`config.mk`:
```
export PLATFORM = sky130hd
export DESIGN_NAME = irq_flag_reg
export DESIGN_NICKNAME = d
export VERILOG_FILES = /design/src/rtl/irq_flag_reg.sv
export SDC_FILE = /design/constraint.sdc
export NUM_CORES = 1
export LEC_CHECK = 0
export BUFFER_PORTS_ARGS = -buffer_cell sky130_fd_sc_hd__buf_2
export CAP_MARGIN = 10
export CORE_MARGIN = 1
export CORE_UTILIZATION = 27
export CTS_CLUSTER_SIZE = 24
export DETAILED_ROUTE_END_ITERATION = 8
export SETUP_SLACK_MARGIN = 0.5
export SLEW_MARGIN = 10
export SYNTH_ARGS = -nofsm -noshare
export SYNTH_HDL_FRONTEND = slang
export SYNTH_SLANG_ARGS = --single-unit
export TNS_END_PERCENT = 20
```
`constraint.sdc`:
```
create_clock -name clk -period 1.4 [get_ports clk]
set_clock_uncertainty 0.15 [all_clocks]
set_input_delay 0.28 -clock clk [delete_from_list [all_inputs] [get_ports clk]]
set_output_delay 0.28 -clock clk [all_outputs]
set_load 0.02 [all_outputs]
```
`src/rtl/irq_flag_reg.sv`:
```
module irq_flag_reg #(
  parameter int NSRC = 5,
  parameter int AW = 4,
  parameter logic [AW-1:0] REG_ADDR = 'hD
) (
  input  logic          clk,
  input  logic          rst,
  input  logic          bus_sel,
  input  logic [AW-1:0] bus_addr,
  input  logic          bus_rd,
  input  logic          bus_end,
  input  logic [7:0]    bus_wdata,
  output logic [7:0]    bus_rdata,
  input  logic [NSRC-1:0] bus_ev,
  output logic          irq_n
);
  localparam int PAD = 7 - NSRC;

  logic [NSRC-1:0] flag_q, mask_q, vis;
  logic hit, rd_done, wr_done;

  assign hit     = bus_sel && (bus_addr == REG_ADDR);
  assign rd_done = hit && bus_rd && bus_end;
  assign wr_done = hit && !bus_rd && bus_end;
  assign vis     = flag_q | bus_ev;

  assign bus_rdata = {|(vis & mask_q), {PAD{1'b0}}, vis};
  assign irq_n     = ~|(flag_q & mask_q);

  always_ff @(posedge clk) begin
    if (rst) flag_q <= '0;
    else if (rd_done) flag_q <= '0;
    else flag_q <= vis;
  end

  always_ff @(posedge clk) begin
    if (rst) mask_q <= '0;
    else if (wr_done) begin
      if (bus_wdata[7]) mask_q <= mask_q | bus_wdata[NSRC-1:0];
      else mask_q <= mask_q & ~bus_wdata[NSRC-1:0];
    end
  end
endmodule


```
==> results.cfg <==
[cts]
insertion_delay_ns = 0.28
cts.sinks = 10
cts_buffer_depth = 2
cts_inserted_buffers = 3
cts_tree = yes
cts_root_buf = clkbuf_4
clk_pin_slew_worst_paths_ns = 0.08
h-tree-depth = 1

[floorplanning]
die_area_um2 = 2120
die_w_um = 46.1
placementRows = 15
dieHeight_um = 46.1
start_util_pct = 29.7
core_region_area_um2 = 1760
ios = 31

[logic_synthesis]
yosys_warnings = 0
ys_types = 26
ys_top_cells_by_area = dfxtp_1 (38%), mux2i_1 (7.6%), nor3_2 (7.6%)
ys_seq_area_share_pct = 38.2
synth_area_um2 = 524
postSynthAreaPerCell_um2 = 9.04
synth_top_area_cell = dfxtp_1
netlist.area_leader.share_pct = 38.2
synthCells = 58
synth-seq-cells = 10

[cells_and_area]
area_growth_syn_to_layout_pct = 80.9
regArea_um2 = 210
multi_input_area_um2 = 353
nets = 118
layoutNonFillerInstCount = 120
diodes = 0
final_cell_area_um2 = 948
fillCellCount = 175
drive_gt1_share_pct = 73.7

[critical_path]
r2r.worst_path.cells = 4
rrSetupSlack_ns = 0.39
worstPathCellList = a222oi_1 > inv_1 > a221oi_4 > buf_6
path_max_fanout = 2
critPathSlowestCell = dfxtp_2
cp_num_buf_inv = 2
startpoint_type = register
worstReg2RegEnd = flag_q[2]$_SDFF_PP0_
endpoint_kind = primary output
cp_slowest_stage_delay_ns = 0.33
crit_family = compound AO/OA/AOI/OAI gates
path_class = reg -> out
r2r-start = flag_q[2]$_SDFF_PP0_
worstPathRequired_ns = 0.97
arrival_ns = 1.39

[global_route]
grt_max_degree = 12
overflow = 0
grt_pass1_vias = 534
grt_pass1_wl_mm = 2.24
antenna_found_initial = 0
groute.usage.overall_pct = 15.3

[sta]
min_period_ns = 1.82
rsz0062_at_grt = yes
fmax_mhz = 549
hold_slack_ns = 0.106
drv_slew = 0
hold_viol = 0
finalSetupViolCount = 3
fin_crit_sh_pct = 130
fin_ws_ns = -0.422

[placed_design]
placed_area_um2 = 743
gp_congestion = 0.774
dp_hpwl_um = 981
place_inst = 113
numPortBuffers = 26

[route]
vias = 556
drt-total-wl_mm = 1.42
first_iter_violations = 15
antenna_left = 0
drc_errors = 0
wl_per_cell_um = 11.8
first_pass_iters = 5
viasPerCell = 4.63

[power_and_ir_drop]
p_leak_nw = 0.445
powerDensity_nw_per_um2 = 786
ir_drop_mv = 0.449

[worst_hold_path]
whs_path_depth = 3
min-delay-start = bus_wdata[3]
hold_class = in -> reg

[run_status]
status = finished with violations
violations = negative setup slack

[job]
maxCapViolCount = 0
==> logic make-up (layout without fill, tap and decap cells) <==
group,after synthesis,after routing,synth area share [%]
AOI/OAI and AO/OA,6,6,10.0
muxes,4,4,7.64
and+or+nand+nor,25,25,31.7
buffers and inverters,12,48,11.7
DFF,10,10,38.2
other,1,2,0.715
==> layout by cell type (no fill, tap or decap), drive strengths merged, types with 4 or more instances in the layout <==
master | Yosys | layout
buf | 4 | 37
inv | 7 | 7
clkbuf | 1 | 4
mux2i | 4 | 4
nor2 | 5 | 5
nand2b | 5 | 5
dfxtp | 10 | 10
nor3 | 5 | 5
nand3 | 4 | 4
==> layer usage <==
metal	wire length, um	GRT usage [%]	vias up
met5	0	0	-
met4	0	3.53	0
met3	81	7.06	0
met2	795	25.4	18
met1	540	17.9	269
li1	-	-	269
==> worst min-delay path, delay by kind of cell <==
family / cells / cell delay, ns
simple gates: 1 / 0.05
buf+inv: 1 / 0.10
mux: 1 / 0.06
==> layout make-up <==
| cell class | instances | share of cell area [%] |
|---|---|---|
| inverters | 7 | 2.77 |
| flip-flops and latches | 10 | 22.2 |
| clock buffers | 4 | 3.83 |
| repair buffers | 37 | 30.7 |
| well taps | 25 | 3.30 |
| multi-input cells | 37 | 37.2 |
==> power breakdown <==
group | switching (mW) | internal, mW
registers | 0.0130 | 0.297
logic | 0.0741 | 0.0933
clock network | 0.110 | 0.158
==> per-stage QoR <==
stage	setup TNS, ns	utilization, %	power [mW]	worst slack [ns]
after global routing	-1.03	53.8	0.774	-0.523
final	-0.851	53.8	0.745	-0.422
after CTS	-0.885	51.3	0.730	-0.423
after global placement	-0.333	42.1	0.425	-0.167
after detailed placement	-0.339	42.1	0.427	-0.171
after floorplan	-0.123	-	0.376	-0.0806
==> worst max-delay path by stage <==
| stage | from | slack, ns | cells past startpoint | endpoint |
|---|---|---|---|---|
| after floorplan | flag_q[3]$_SDFF_PP0_ | -0.08 | 4 | bus_rdata[7] |
| final | register | -0.42 | 4 | irq_n |
| after CTS | flag_q[3]$_SDFF_PP0_ | -0.42 | 4 | irq_n |
| after global placement | flag_q[3]$_SDFF_PP0_ | -0.17 | 4 | irq_n |
| after global routing | register | -0.52 | 4 | irq_n |
| after detailed placement | bus_ev[1] | -0.17 | 6 | bus_rdata[7] |
==> synth_stat cells <==
cell      instances
a221oi_1          1
and3_4            1
conb_1            1
o21ba_1           1
dfxtp_1          10
nor3_1            1
buf_6             1
mux2i_1           4
nor3_2            4
inv_2             2
a31oi_1           1
buf_2             1
nand2_1           1
o211ai_1          1
and3b_1           1
nor2_1            4
and4b_1           1
and4_1            1
buf_4             2
and3_1            1
a222oi_1          2
nand3_1           4
nand2b_1          5
inv_1             5
clkbuf_1          1
nor2_2            1
==> timing repair <==
| action | in CTS | in global routing |
|---|---|---|
| buffers inserted | 2 | 1 |
| pin swaps | 23 | 20 |
| hold buffers | 0 | 0 |
| setup endpoints to repair | 17 | 17 |
| resized for setup | 33 | 9 |
| gates cloned | 0 | 0 |
(Power assumes the default switching activity.)
